**src/rtl/vtg_pkg.sv**
```systemverilog
package vtg_pkg;
  typedef enum logic [1:0] {
    MODE_NB_PULSE = 2'd0,
    MODE_NB_EVENT = 2'd1,
    MODE_BURST    = 2'd2
  } vmode_e;

  localparam int REG_SYNC = 0;
  localparam int REG_BP   = 1;
  localparam int REG_ACT  = 2;
  localparam int REG_FP   = 3;
  localparam int VSA_MAX  = 15;

  // flag bits: 0 video, 1 burst, 2 sync pulse
  function automatic vmode_e decode_mode(input logic [2:0] f);
    if (f == 3'b101)      return MODE_NB_PULSE;
    else if (f == 3'b001) return MODE_NB_EVENT;
    else                  return MODE_BURST;
  endfunction
endpackage

```
**src/rtl/vtg_cfg_shadow.sv**
```systemverilog
module vtg_cfg_shadow
  import vtg_pkg::*;
#(
  parameter int HW = 12,
  parameter int VW = 11,
  parameter int PW = 12,
  localparam int HSW = HW + 2,
  localparam int VSW = VW + 2
) (
  input  logic           clk_i,
  input  logic           rst_ni,
  input  logic           load_i,
  input  logic [HW-1:0]  hsa_i,
  input  logic [HW-1:0]  hbp_i,
  input  logic [HW-1:0]  hact_i,
  input  logic [HW-1:0]  hline_i,
  input  logic [VW-1:0]  vsa_i,
  input  logic [VW-1:0]  vbp_i,
  input  logic [VW-1:0]  vact_i,
  input  logic [VW-1:0]  vfp_i,
  input  logic [PW-1:0]  pkt_px_i,
  input  logic [2:0]     pol_i,
  input  logic [2:0]     flags_i,
  output logic [HW-1:0]  hsa_o,
  output logic [HW-1:0]  hbp_o,
  output logic [HW-1:0]  hact_o,
  output logic [HSW-1:0] hlen_o,
  output logic [HW-1:0]  hfp_o,
  output logic [VW-1:0]  vsa_o,
  output logic [VW-1:0]  vbp_o,
  output logic [VW-1:0]  vact_o,
  output logic [VW-1:0]  vfp_o,
  output logic [VSW-1:0] flen_o,
  output logic [PW-1:0]  pkt_px_o,
  output logic           hpol_o,
  output logic           vpol_o,
  output vmode_e         mode_o,
  output logic           err_o
);
  logic [HSW-1:0] hsum, hdiff, hlen_d;
  logic [HW-1:0]  hfp_d;
  logic [VW-1:0]  vsa_c;
  logic [VSW-1:0] flen_d;
  logic           err_d;

  always_comb begin
    hsum   = HSW'(hsa_i) + HSW'(hbp_i) + HSW'(hact_i);
    err_d  = hsum >= HSW'(hline_i);
    hdiff  = HSW'(hline_i) - hsum;
    hfp_d  = err_d ? '0 : hdiff[HW-1:0];
    hlen_d = err_d ? hsum : HSW'(hline_i);
    vsa_c  = (vsa_i > VW'(VSA_MAX)) ? VW'(VSA_MAX) : vsa_i;
    flen_d = VSW'(vsa_c) + VSW'(vbp_i) + VSW'(vact_i) + VSW'(vfp_i);
  end

  always_ff @(posedge clk_i or negedge rst_ni) begin
    if (!rst_ni) begin
      hsa_o <= '0; hbp_o <= '0; hact_o <= '0; hlen_o <= '0; hfp_o <= '0;
      vsa_o <= '0; vbp_o <= '0; vact_o <= '0; vfp_o <= '0; flen_o <= '0;
      pkt_px_o <= '0; hpol_o <= 1'b0; vpol_o <= 1'b0;
      mode_o <= MODE_BURST; err_o <= 1'b0;
    end else if (load_i) begin
      hsa_o <= hsa_i; hbp_o <= hbp_i; hact_o <= hact_i;
      hlen_o <= hlen_d; hfp_o <= hfp_d;
      vsa_o <= vsa_c; vbp_o <= vbp_i; vact_o <= vact_i; vfp_o <= vfp_i;
      flen_o <= flen_d; pkt_px_o <= pkt_px_i;
      hpol_o <= pol_i[2]; vpol_o <= pol_i[1];
      mode_o <= decode_mode(flags_i); err_o <= err_d;
    end
  end


  shadow_hold_chk: assert property (@(posedge clk_i) disable iff (!rst_ni)
    !load_i |=> ($stable(hlen_o) && $stable(hsa_o) && $stable(flen_o) && $stable(pkt_px_o)));

  vsa_clamp_chk: assert property (@(posedge clk_i) disable iff (!rst_ni)
    vsa_o <= VW'(VSA_MAX));

  err_len_chk: assert property (@(posedge clk_i) disable iff (!rst_ni)
    err_o |-> (hlen_o == HSW'(hsa_o) + HSW'(hbp_o) + HSW'(hact_o)));
endmodule

```
**src/rtl/vtg_hcount.sv**
```systemverilog
module vtg_hcount
  import vtg_pkg::*;
#(
  parameter int HW = 12,
  localparam int HSW = HW + 2
) (
  input  logic           clk_i,
  input  logic           rst_ni,
  input  logic           run_i,
  input  logic [HW-1:0]  hsa_i,
  input  logic [HW-1:0]  hbp_i,
  input  logic [HW-1:0]  hact_i,
  input  logic [HSW-1:0] hlen_i,
  output logic [3:0]     hreg_o,
  output logic           line_first_o,
  output logic           line_last_o,
  output logic           sync_end_hit_o
);
  logic [HSW-1:0] cnt_q, b1, b2, b3, last_v;

  always_comb begin
    b1     = HSW'(hsa_i);
    b2     = b1 + HSW'(hbp_i);
    b3     = b2 + HSW'(hact_i);
    last_v = (hlen_i == '0) ? '0 : hlen_i - 1'b1;
  end

  assign line_last_o    = run_i && (cnt_q == last_v);
  assign line_first_o   = run_i && (cnt_q == '0);
  assign sync_end_hit_o = run_i && (hsa_i != '0) && (cnt_q == b1);

  always_ff @(posedge clk_i or negedge rst_ni) begin
    if (!rst_ni)                      cnt_q <= '0;
    else if (!run_i || line_last_o)   cnt_q <= '0;
    else                              cnt_q <= cnt_q + 1'b1;
  end

  always_comb begin
    hreg_o = '0;
    if (run_i) begin
      if (cnt_q < b1)      hreg_o[REG_SYNC] = 1'b1;
      else if (cnt_q < b2) hreg_o[REG_BP]   = 1'b1;
      else if (cnt_q < b3) hreg_o[REG_ACT]  = 1'b1;
      else                 hreg_o[REG_FP]   = 1'b1;
    end
  end


  hcnt_bound_chk: assert property (@(posedge clk_i) disable iff (!rst_ni)
    run_i |-> (cnt_q <= last_v));

  hreg_onehot_chk: assert property (@(posedge clk_i) disable iff (!rst_ni)
    run_i |-> ($countones(hreg_o) == 1));
endmodule

```
**src/rtl/vtg_vcount.sv**
```systemverilog
module vtg_vcount
  import vtg_pkg::*;
#(
  parameter int VW = 11,
  localparam int VSW = VW + 2
) (
  input  logic           clk_i,
  input  logic           rst_ni,
  input  logic           run_i,
  input  logic           line_last_i,
  input  logic [VW-1:0]  vsa_i,
  input  logic [VW-1:0]  vbp_i,
  input  logic [VW-1:0]  vact_i,
  input  logic [VSW-1:0] flen_i,
  output logic [3:0]     vreg_o,
  output logic           frame_last_o
);
  logic [VSW-1:0] cnt_q, b1, b2, b3, last_v;

  always_comb begin
    b1     = VSW'(vsa_i);
    b2     = b1 + VSW'(vbp_i);
    b3     = b2 + VSW'(vact_i);
    last_v = (flen_i == '0) ? '0 : flen_i - 1'b1;
  end

  assign frame_last_o = line_last_i && (cnt_q == last_v);

  always_ff @(posedge clk_i or negedge rst_ni) begin
    if (!rst_ni)                     cnt_q <= '0;
    else if (!run_i || frame_last_o) cnt_q <= '0;
    else if (line_last_i)            cnt_q <= cnt_q + 1'b1;
  end

  always_comb begin
    vreg_o = '0;
    if (run_i) begin
      if (cnt_q < b1)      vreg_o[REG_SYNC] = 1'b1;
      else if (cnt_q < b2) vreg_o[REG_BP]   = 1'b1;
      else if (cnt_q < b3) vreg_o[REG_ACT]  = 1'b1;
      else                 vreg_o[REG_FP]   = 1'b1;
    end
  end


  vcnt_bound_chk: assert property (@(posedge clk_i) disable iff (!rst_ni)
    run_i |-> (cnt_q <= last_v));

  vline_hold_chk: assert property (@(posedge clk_i) disable iff (!rst_ni)
    (run_i && !line_last_i) |=> $stable(cnt_q));
endmodule

```
**src/rtl/dsi_vid_timing.sv**
```systemverilog
module dsi_vid_timing
  import vtg_pkg::*;
#(
  parameter int HW = 12,
  parameter int VW = 11,
  parameter int PW = 12
) (
  input  logic          clk_i,
  input  logic          rst_ni,
  input  logic          enable_i,
  input  logic [HW-1:0] hsa_i,
  input  logic [HW-1:0] hbp_i,
  input  logic [HW-1:0] hact_i,
  input  logic [HW-1:0] hline_i,
  input  logic [VW-1:0] vsa_i,
  input  logic [VW-1:0] vbp_i,
  input  logic [VW-1:0] vact_i,
  input  logic [VW-1:0] vfp_i,
  input  logic [PW-1:0] pkt_px_i,
  input  logic [2:0]    pol_i,
  input  logic [2:0]    flags_i,
  output logic [3:0]    hreg_o,
  output logic [3:0]    vreg_o,
  output logic          sync_start_o,
  output logic          sync_end_o,
  output logic          hsync_o,
  output logic          vsync_o,
  output logic [1:0]    mode_o,
  output logic [PW-1:0] pkt_px_o,
  output logic [HW-1:0] hfp_o,
  output logic          cfg_err_o
);
  localparam int HSW = HW + 2;
  localparam int VSW = VW + 2;

  logic           run_q, load, line_first, line_last, frame_last, end_hit;
  logic           hpol, vpol;
  logic [HW-1:0]  s_hsa, s_hbp, s_hact;
  logic [HSW-1:0] s_hlen;
  logic [VW-1:0]  s_vsa, s_vbp, s_vact, s_vfp;
  logic [VSW-1:0] s_flen;
  vmode_e         s_mode;

  always_ff @(posedge clk_i or negedge rst_ni) begin
    if (!rst_ni) run_q <= 1'b0;
    else         run_q <= enable_i;
  end

  assign load = !run_q || frame_last;

  vtg_cfg_shadow #(.HW(HW), .VW(VW), .PW(PW)) u_shadow (
    .clk_i, .rst_ni, .load_i(load),
    .hsa_i, .hbp_i, .hact_i, .hline_i,
    .vsa_i, .vbp_i, .vact_i, .vfp_i,
    .pkt_px_i, .pol_i, .flags_i,
    .hsa_o(s_hsa), .hbp_o(s_hbp), .hact_o(s_hact), .hlen_o(s_hlen), .hfp_o(hfp_o),
    .vsa_o(s_vsa), .vbp_o(s_vbp), .vact_o(s_vact), .vfp_o(s_vfp), .flen_o(s_flen),
    .pkt_px_o(pkt_px_o), .hpol_o(hpol), .vpol_o(vpol), .mode_o(s_mode), .err_o(cfg_err_o)
  );

  vtg_hcount #(.HW(HW)) u_hcount (
    .clk_i, .rst_ni, .run_i(run_q),
    .hsa_i(s_hsa), .hbp_i(s_hbp), .hact_i(s_hact), .hlen_i(s_hlen),
    .hreg_o(hreg_o), .line_first_o(line_first), .line_last_o(line_last),
    .sync_end_hit_o(end_hit)
  );

  vtg_vcount #(.VW(VW)) u_vcount (
    .clk_i, .rst_ni, .run_i(run_q), .line_last_i(line_last),
    .vsa_i(s_vsa), .vbp_i(s_vbp), .vact_i(s_vact), .flen_i(s_flen),
    .vreg_o(vreg_o), .frame_last_o(frame_last)
  );

  logic unused_vfp;
  assign unused_vfp = ^s_vfp;

  assign sync_start_o = line_first;
  assign sync_end_o   = end_hit && (s_mode != MODE_NB_EVENT);
  assign hsync_o      = hreg_o[REG_SYNC] ^ hpol;
  assign vsync_o      = vreg_o[REG_SYNC] ^ vpol;
  assign mode_o       = s_mode;


  no_end_in_event_chk: assert property (@(posedge clk_i) disable iff (!rst_ni)
    (mode_o == 2'd1) |-> !sync_end_o);

  end_in_bp_chk: assert property (@(posedge clk_i) disable iff (!rst_ni)
    sync_end_o |-> hreg_o[REG_BP]);

  idle_quiet_chk: assert property (@(posedge clk_i) disable iff (!rst_ni)
    !run_q |-> (hreg_o == 4'd0 && vreg_o == 4'd0 && !sync_start_o && !sync_end_o));

  err_no_fp_chk: assert property (@(posedge clk_i) disable iff (!rst_ni)
    cfg_err_o |-> !hreg_o[REG_FP]);
endmodule

```
**config.mk**
```make
export PLATFORM = sky130hd
export DESIGN_NAME = dsi_vid_timing
export DESIGN_NICKNAME = d
export VERILOG_FILES = /design/src/rtl/vtg_pkg.sv /design/src/rtl/vtg_cfg_shadow.sv /design/src/rtl/vtg_hcount.sv /design/src/rtl/vtg_vcount.sv /design/src/rtl/dsi_vid_timing.sv
export SDC_FILE = /design/constraint.sdc
export NUM_CORES = 1
export LEC_CHECK = 0
export BUFFER_PORTS_ARGS = -buffer_cell sky130_fd_sc_hd__clkbuf_2
export CAP_MARGIN = 20
export CORE_MARGIN = 3
export CORE_UTILIZATION = 35
export DETAILED_ROUTE_END_ITERATION = 7
export PLACE_DENSITY = 0.63
export SLEW_MARGIN = 0
export SYNTH_ARGS = -nofsm -noshare
export SYNTH_HDL_FRONTEND = slang
export SYNTH_SLANG_ARGS = --single-unit
```
**constraint.sdc**
```tcl
create_clock -name clk_i -period 5.3 [get_ports clk_i]
set_input_delay 1.06 -clock clk_i [delete_from_list [all_inputs] [get_ports clk_i]]
set_output_delay 1.06 -clock clk_i [all_outputs]
set_load 0.02 [all_outputs]
```
; ---- Word-level counts from Yosys, hierarchy flattened
; Index checks and enable logic that the tools add are counted.
[totals]
output_inout_bits = 39
regBits = 153
[op_classes]
reduce_logical = 14
n_addsub = 14
n_eq_ne = 6
bitwise = 2
mux = 24
order_cmp = 8
[op_table]
columns = op, count
row1 = 14-bit two-way mux, 3
row2 = 13-bit by 11-bit adder with 13-bit output, 3
row3 = 13-bit two-way mux, 3
row4 = 14-bit logical NOT, 2
row5 = 14-bit < comparator, 2
row6 = 12-bit by 12-bit adder with 13-bit output, 2
row7 = 13-bit < comparator, 2
row8 = 11-bit by 11-bit adder with 12-bit output, 2
row9 = 13-bit by 12-bit adder with 14-bit output, 1
row10 = "14-bit by 1-bit adder with 14-bit output, second input constant", 1
row11 = 14-bit by 12-bit adder with 14-bit output, 1
row12 = 14-bit by 12-bit equality test with 1-bit output, 1
row13 = 14-bit equality test, 1
row14 = 14-bit by 12-bit >= comparator with 1-bit output, 1
row15 = 14-bit by 12-bit < comparator with 1-bit output, 1
row16 = "14-bit by 1-bit subtractor with 14-bit output, second input constant", 1
row17 = "13-bit by 1-bit adder with 13-bit output, second input constant", 1
row18 = 13-bit equality test, 1
row19 = 13-bit logical NOT, 1
row20 = 13-bit by 11-bit < comparator with 1-bit output, 1
row21 = "13-bit by 1-bit subtractor with 13-bit output, second input constant", 1
row22 = 12-bit two-way mux, 1
row23 = 12-bit nonzero test, 1
row24 = 12-bit subtractor, 1
row25 = 14 further kinds, 33

; ---- Depth between registers and ports, before layout
; Gate-level depths: netlist of run 1.
[logic_depth]
word_depth = 8
mapped_depth = 23
ltp_nobuf = 23

; ---- Modules after synthesis
; A second synthesis of run 1 with hierarchy kept.
[hier_totals]
hier_cells = 1471
hier_area_um2 = 14133.6
[by_module_without_submodules]
columns = mod, instances, seq_area_each_um2, cells_per_inst, area_each_um2
row1 = vtg_cfg_shadow, 1, 3404.5, 676, 7851.3
row2 = vtg_hcount, 1, 350.3, 417, 3288.2
row3 = vtg_vcount, 1, 325.3, 372, 2934.1
row4 = dsi_vid_timing, 1, 25.0, 6, 60.1

; ---- Worst setup path after synthesis of run 1
; No wires, ideal clock.
[synth_path]
path_type = input port to flip-flop
startpoint = input hsa_i[1]
endpoint = register u_shadow.hlen_o[10]
n_path_buf = 1
t_arrival_ns = 5.399
cell_stages = 19
slack_ns = -0.224
setup_ns = 0.124
required_ns = 5.176
cell_sequence = fa_1 > ha_1 > fa_1 > a21o_1 > a21oi_1 > o21ai_0 > a21oi_1 > o21bai_1 > nor4b_1 > a211o_1 > ha_1 > nand3_1 > nor2_1 > a221oi_1 > o21ai_0 > nor4_2 > buf_2 > mux2i_1 > a21oi_2
[synth_between]
elab_chain_len = 4
[synth_rtl]
columns = item, line
row1 = from (decl), dsi_vid_timing.sv:11  ; input logic [HW-1:0] hsa_i,
row2 = 12-bit by 12-bit adder with 13-bit output *, vtg_cfg_shadow.sv:47  ; hsum = HSW'(hsa_i) + HSW'(hbp_i) + HSW'(hact_i);
row3 = 13-bit by 12-bit adder with 14-bit output *, vtg_cfg_shadow.sv:47
row4 = 14-bit by 12-bit >= comparator with 1-bit output, vtg_cfg_shadow.sv:48  ; err_d = hsum >= HSW'(hline_i);
row5 = 14-bit two-way mux *, vtg_cfg_shadow.sv:51  ; hlen_d = err_d ? hsum : HSW'(hline_i);
row6 = to (signal assigned), vtg_cfg_shadow.sv:64  ; hlen_o <= hlen_d; hfp_o <= hfp_d;
row7 = to (decl), vtg_cfg_shadow.sv:27  ; output logic [HSW-1:0] hlen_o,
; Every way passes the cells marked *; elsewhere a longest branch is shown, timed or not.
; A chain may end at the register's enable or synchronous reset.

; ---- Worst setup path after layout of run 1
[layout_path]
startpoint = register u_shadow.vbp_o[0]
endpoint = output vreg_o[2]
[layout_between]
elab_chain_len = 7
[layout_rtl]
columns = item, line
row1 = from (decl), vtg_cfg_shadow.sv:30  ; output logic [VW-1:0] vbp_o,
row2 = from (signal assigned), vtg_cfg_shadow.sv:65  ; vsa_o <= vsa_c; vbp_o <= vbp_i; vact_o <= vact_i; vfp_o <= vfp_i;
row3 = 11-bit by 11-bit adder with 12-bit output *, vtg_vcount.sv:22  ; b2 = b1 + VSW'(vbp_i);
row4 = 13-bit by 11-bit adder with 13-bit output, vtg_vcount.sv:23  ; b3 = b2 + VSW'(vact_i);
row5 = 13-bit < comparator, vtg_vcount.sv:40  ; else if (cnt_q < b3) vreg_o[REG_ACT] = 1'b1;
row6 = 1-bit two-way mux, vtg_vcount.sv:40
row7 = 2-bit two-way mux *, vtg_vcount.sv:39  ; else if (cnt_q < b2) vreg_o[REG_BP] = 1'b1;
row8 = 3-bit two-way mux *, vtg_vcount.sv:38  ; if (cnt_q < b1) vreg_o[REG_SYNC] = 1'b1;
row9 = 4-bit two-way mux *, vtg_vcount.sv:37  ; if (run_i) begin
row10 = to (decl), dsi_vid_timing.sv:23  ; output logic [3:0] vreg_o,
; Marks and branches as above.

==> results of run 1 <==
-- cells in the final DEF, fill, tap and decap left out, types with 21 or more instances in the layout --
cell / count
a21o_1: 49
a21oi_1: 67
a21oi_2: 32
buf_4: 104
clkbuf_2: 143
dfrtp_1: 152
fa_1: 29
ha_1: 172
inv_1: 167
mux2_2: 58
mux2i_1: 21
nand2_1: 72
nand2b_1: 21
nand3_1: 34
nor2_1: 106
nor2b_1: 26
nor3_1: 30
o21ai_0: 53
o21ai_1: 28
xnor2_1: 55
xor2_1: 40
-- final cells by class --
class                           instances  area [um^2]  share of cell area [%]
Clock buffer                           18          429                    2.56
Clock inverter                         14          146                   0.874
Inverter                              171          644                    3.85
Multi-Input combinational cell       1151         9370                    56.0
Sequential cell                       153         3830                    22.9
Tap cell                              518          648                    3.87
Timing Repair Buffer                  260         1670                    9.99
-- routing by layer --
metal / track usage, % / share of wire [%] / up-vias
met2: 29.0 / 47 / 185
met5: 0 / 0 / -
li1: - / - / 5804
met1: 23.3 / 47 / 5584
met3: 2.63 / 3.3 / 49
met4: 5.16 / 2.1 / 0
-- registers in the layout, indices dropped and copies added (netlist names), 2 cells and up --
name and flops:
u_shadow.hact_o 12, u_shadow.pkt_px_o 12, u_shadow.vbp_o 11, u_shadow.hfp_o 12, u_shadow.mode_o 2, u_hcount.cnt_q 14
u_shadow.hbp_o 12, u_vcount.cnt_q 13, u_shadow.hlen_o 14, u_shadow.hsa_o 12, u_shadow.vsa_o 11, u_shadow.vact_o 11
u_shadow.flen_o 13
-- worst max-delay path: stages, from the launching register on --
cell	delay (ns)
dfrtp_1	0.36
ha_2	0.20
inv_2	0.04
fa_2	0.38
nor2b_1	0.13
o21ai_1	0.10
nand2b_1	0.15
a21o_1	0.14
a21o_1	0.18
xor2_2	0.16
ha_1	0.26
a21boi_2	0.17
o21a_1	0.19
o211ai_1	0.22
nand2_1	0.13
xnor2_2	0.14
ha_1	0.30
a21o_1	0.20
a21o_1	0.18
a221oi_2	0.30
nand2_1	0.12
nor2_2	0.15
clkbuf_8	0.17
-- how the worst max path moves through the flow --
stage	to	slack, ns
final	vreg_o[2]	-0.57
after global routing	vreg_o[2]	-0.80
after global placement	vreg_o[2]	-0.28
after CTS	vreg_o[2]	-0.48
after detailed placement	vreg_o[2]	-0.41
after floorplan	u_shadow.hlen_o[10]	0.03
-- metrics by stage --
stage          cell area (um^2)  power (W)
2_1_floorplan             13800    0.00349
5_1_grt                   16700    0.00617
6_report                  16700    0.00570
4_1_cts                   16600    0.00568
3_3_place_gp              15700    0.00428
3_5_place_dp              15700    0.00434
-- power by group --
part | internal [W] | switching (W) | leakage (nW) | total (W)
registers | 0.00135 | 0.000247 | 1.87 | 0.00160
clock network | 0.000629 | 0.000589 | 0.280 | 0.00122
logic | 0.00140 | 0.00148 | 6.06 | 0.00288
total | 0.00338 | 0.00232 | 8.21 | 0.00570
-- timing repair --
item                       in CTS  in global routing
gates resized for setup        61                 39
setup endpoints to repair       6                 21
setup buffers                  24                  4
pin swaps                      44                 32
-- cells by family (layout without fill, tap and decap cells) --
| group | after synthesis | in the layout | share of synthesized area (%) |
|---|---|---|---|
| AO/OA/AOI/OAI | 348 | 348 | 16.7 |
| XOR/XNOR | 103 | 103 | 6.55 |
| adder cells (fa/ha/maj) | 209 | 209 | 20.7 |
| buffers and inverters | 217 | 463 | 6.59 |
| flip-flops | 153 | 153 | 27.8 |
| multiplexers | 85 | 85 | 6.75 |
| other | 1 | 7 | 0.0272 |
| AND/OR/NAND/NOR | 399 | 399 | 14.9 |
==> flow_metrics.tcl, run 1 <==
set metrics [dict create \
    status "finished with violations" \
    violations "negative setup slack" \
    rr_startpoint "u_shadow.flen_o[0]" \
    synth.area.top_cells "dfrtp_1, ha_1, mux2_2, inv_1, fa_1" \
    pre_cts_ws_ns -0.407 \
    min_period_ns 5.87 \
    start_kind "flip-flop" \
    hold_violations 0 \
    n_fill_cell 3807 \
    worstSetupEndpointType "output port" \
    path_max_fanout 2 \
    synth_top_area_share_pct 27.6 \
    synth_warnings 0 \
    syn_area_per_cell_um2 9.09 \
    ys_async_sr_fraction_pct 100 \
    drv_slew 0 \
    dp.final_hpwl_mm 28.3 \
    num_io_pins 152 \
    final_util_pct 43.2 \
    fmax_mhz 170 \
    rows 72 \
    hp-start "u_shadow.vbp_o[2]" \
    clock_skew_ns 0.0151 \
    die_w_um 204 \
    grtUsageTotal_pct 17.4 \
    ys_seq_area_share_pct 27.8 \
    critPathRequiredTime_ns 4.24 \
    cp.arrival_ns 4.81 \
    dr_total_vias 11600 \
    coreArea_um2 38700 \
    ys_dominant_reg_cell "dfrtp_1" \
    clk_pin_slew_ns 0.07 \
    drt-total-wl_mm 36.1 \
    criticalPathCategory "reg -> out" \
    synth.most_common_cell "ha_1" \
    clockRootBuffer "clkbuf_16" \
    r2r_cells 11 \
    startpoint "u_shadow.vbp_o[0]" \
    finalWeightedCongestion 0.881 \
    max-slew-margin-rel_pct 44.7 \
    routed_via_density 5.09 \
    area_growth_syn_to_layout_pct 21.6 \
    grt_start_max_net_pins 113 \
    yosysTopAreaCell "dfrtp_1" \
    syn_inst 1515 \
    first_iter_violations 496 \
    dp_cells 2237 \
    min_path_type "reg -> reg" \
    grt_pass1_wl_mm 58.9 \
    synth_edf_count 0 \
    n_antenna_cell 0 \
    grt_overflow_total 0 \
    die_height_um 204 \
    drc 0 \
    fin_cells 2285 \
    clkLatencyLatePin_ns 0.45 \
    yosys.cell_types.count 76 \
    synth_common_cells "ha_1, inv_1, dfrtp_1, nor2_1, a21oi_1" \
    grt_pass1_vias 11700 \
    peakVddDrop_mv 0.169 \
    rsz0062_at_grt "yes" \
    hold_depth 1 \
    tightest_slew_ns 0.828 \
    wl_per_cell_um 15.8 \
    maxCapViolCount 0 \
    postCtsHoldBufs 0 \
    timing.hold.ws_ns 0.500 \
    fin_ws_ns -0.566 \
    synthesis.area_um2 13800 \
    start_util_pct 35.6 \
    cts_tree "built" \
    finalSetupTns_ns -1.65 \
    synth_seq_cells 153 \
    power_leakage_nw 8.21 \
    antenna_found_initial 0 \
    die-area_um2 41800 \
    clkSinkCount 153 \
    rrSetupSlack_ns 0.95 \
    cts_max_level 4 \
    min_to "u_shadow.vbp_o[2]" \
    ctsLongestPathBuffers 2 \
    drive_above_1_share_pct 25.4 \
    power_density_nw_per_um2 340 \
    dr.pass1.iters 5 \
    fin_crit_sh_pct 111 \
    final_nets 2076 \
    io_buffers 150 \
    reg2reg_to "u_shadow.pkt_px_o[7]" \
    cts_inserted_buffers 17 \
    ant_nets 0 \
    setup_viol 4 \
]
Note: power is estimated with default switching activity, not from simulation.
==> run 2, diff against run 1 <==
Clock period 5.3 ns to 7.4 ns, I/O delays scaled along.
==> flow_metrics.tcl, run 2 (synthesis results as in run 1) <==
set metrics [dict create \
    finalSetupTns_ns 0 \
    final_cell_mix "ha_1, inv_1, dfrtp_1" \
    die_w_um 204 \
    start_kind "flip-flop" \
    criticalPathCategory "reg -> out" \
    pre_cts_ws_ns 1.11 \
    critPathRequiredTime_ns 5.92 \
    slowest_delay_ns 0.46 \
    drive_above_1_share_pct 17.4 \
    fin_crit_sh_pct 91.2 \
    setup_viol 0 \
    p_comb_share_pct 46.3 \
    pwr-share-clk_pct 24.0 \
    die-area_um2 41800 \
    finalWeightedCongestion 0.924 \
    switching_share_pct 40.7 \
    coreArea_um2 38700 \
    die_height_um 204 \
    critical_path_buf_inv_count 2 \
    fin_cells 2180 \
    min_path_type "reg -> reg" \
    antenna_found_initial 0 \
    drt-total-wl_mm 34.1 \
    dr_total_vias 11100 \
    rrSetupSlack_ns 3.07 \
    placed_area_um2 15000 \
    hold_violations 0 \
    dr.pass1.iters 5 \
    worstSetupEndpointType "output port" \
    path_depth 23 \
    min_to "u_shadow.vbp_o[0]" \
    min_period_ns 6.75 \
    cts_tree "built" \
    start_util_pct 35.6 \
    p_int_w 0.00228 \
    grt_pass1_wl_mm 56.6 \
    io_buffers 150 \
    rsz0062_at_grt "no" \
    n_antenna_cell 0 \
    cts_inserted_buffers 17 \
    clock_skew_ns 0.0133 \
    status "finished clean" \
    crit_path_cell_trace "ha_1, inv_1, fa_1, nor2b_1, o21ai_0, a21boi_0, o21ai_0, a21oi_1, a21oi_1, xnor2_1, ha_1, and3_1, o311a_1, o31ai_1, nand2b_1, a21oi_1, xor2_1, ha_1, o21a_1, o211ai_1, o21ai_0, nor2b_1, clkbuf_2" \
    grt_start_max_net_pins 145 \
    crit_family "compound AO/OA/AOI/OAI gates" \
    routed_via_density 5.10 \
    layout.cells.most_common "ha_1" \
    clockRootBuffer "clkbuf_16" \
    grtUsageTotal_pct 16.7 \
    power_leakage_nw 7.64 \
    clk_pin_slew_ns 0.07 \
    clkSinkCount 153 \
    dp.final_hpwl_mm 26.9 \
    grt_pass1_vias 10900 \
    final_nets 1971 \
    area_growth_syn_to_layout_pct 13.3 \
    ant_nets 0 \
    clkLatencyLatePin_ns 0.44 \
    postCtsHoldBufs 0 \
    dp_cells 2148 \
    ctsLongestPathBuffers 2 \
    grt_overflow_total 0 \
    drv_slew 0 \
    p_switching_w 0.00156 \
    tightest_slew_ns 1.02 \
    path_max_fanout 4 \
    fmax_mhz 148 \
    reg2reg_to "u_shadow.vbp_o[7]" \
    peakVddDrop_mv 0.121 \
    rows 72 \
    hp-start "u_shadow.vbp_o[0]" \
    cts_max_level 4 \
    num_io_pins 152 \
    reg_top3 "u_hcount.cnt_q: 14 flops, u_shadow.hlen_o: 14 flops" \
    fin_ws_ns 0.653 \
    max-slew-margin-rel_pct 32.0 \
    cts_resized 0 \
    seqPwrFrac_pct 29.8 \
    wl_per_cell_um 15.7 \
    final_cell_area_um2 15600 \
    power_density_nw_per_um2 246 \
    first_iter_violations 664 \
    slowest_stage "dfrtp_1" \
    hold_depth 1 \
    timing.hold.ws_ns 0.496 \
    cp.arrival_ns 5.27 \
    r2r_cells 11 \
    post_cts_buffers 0 \
    maxCapViolCount 0 \
    drc 0 \
    rr_startpoint "u_shadow.flen_o[0]" \
]
## run 2: cell type report
type	instances	area (um^2)
clock buffer	17	425
inverter	171	642
tap	518	648
clock inverter	15	176
fill	3909	23100
timing repair buffer	155	807
multi-input combinational	1151	9080
sequential	153	3830
## run 2: how the worst max path moves through the flow
| stage | slack [ns] | startpoint | endpoint |
|---|---|---|---|
| detailed placement | 1.11 | u_shadow.hsa_o[0] | hreg_o[3] |
| global placement | 1.10 | u_shadow.hsa_o[0] | hreg_o[3] |
| CTS | 0.60 | u_shadow.hsa_o[0] | hreg_o[3] |
| floorplan | 1.46 | hsa_i[1] | u_shadow.hlen_o[10] |
| finish | 0.65 | u_shadow.hsa_o[0] | hreg_o[3] |
| global route | 0.1 | u_shadow.hsa_o[0] | hreg_o[3] |
## run 2: layer usage
layer	GRT usage, %	routed length (um)
met1	23.0	16400
met2	26.9	15900
met3	3.06	1210
met4	4.45	585
met5	0	0
## run 2: power groups by stage
stage | Combinational (W) | Sequential (W) | Clock [W]
final | 0.00178 | 0.00114 | 0.000920
after global routing | 0.00202 | 0.00117 | 0.000984
after CTS | 0.00179 | 0.00114 | 0.000945
after detailed placement | 0.00177 | 0.00116 | 0
after global placement | 0.00174 | 0.00115 | 0
after floorplan | 0.00137 | 0.00112 | 0
## run 2: through the flow
step / util, % / total power, W
3_3_place_gp: 38.7 / 0.00289
6_report: 40.3 / 0.00384
3_5_place_dp: 38.7 / 0.00293
4_1_cts: 40.3 / 0.00388
2_1_floorplan: - / 0.00249
5_1_grt: 40.3 / 0.00417
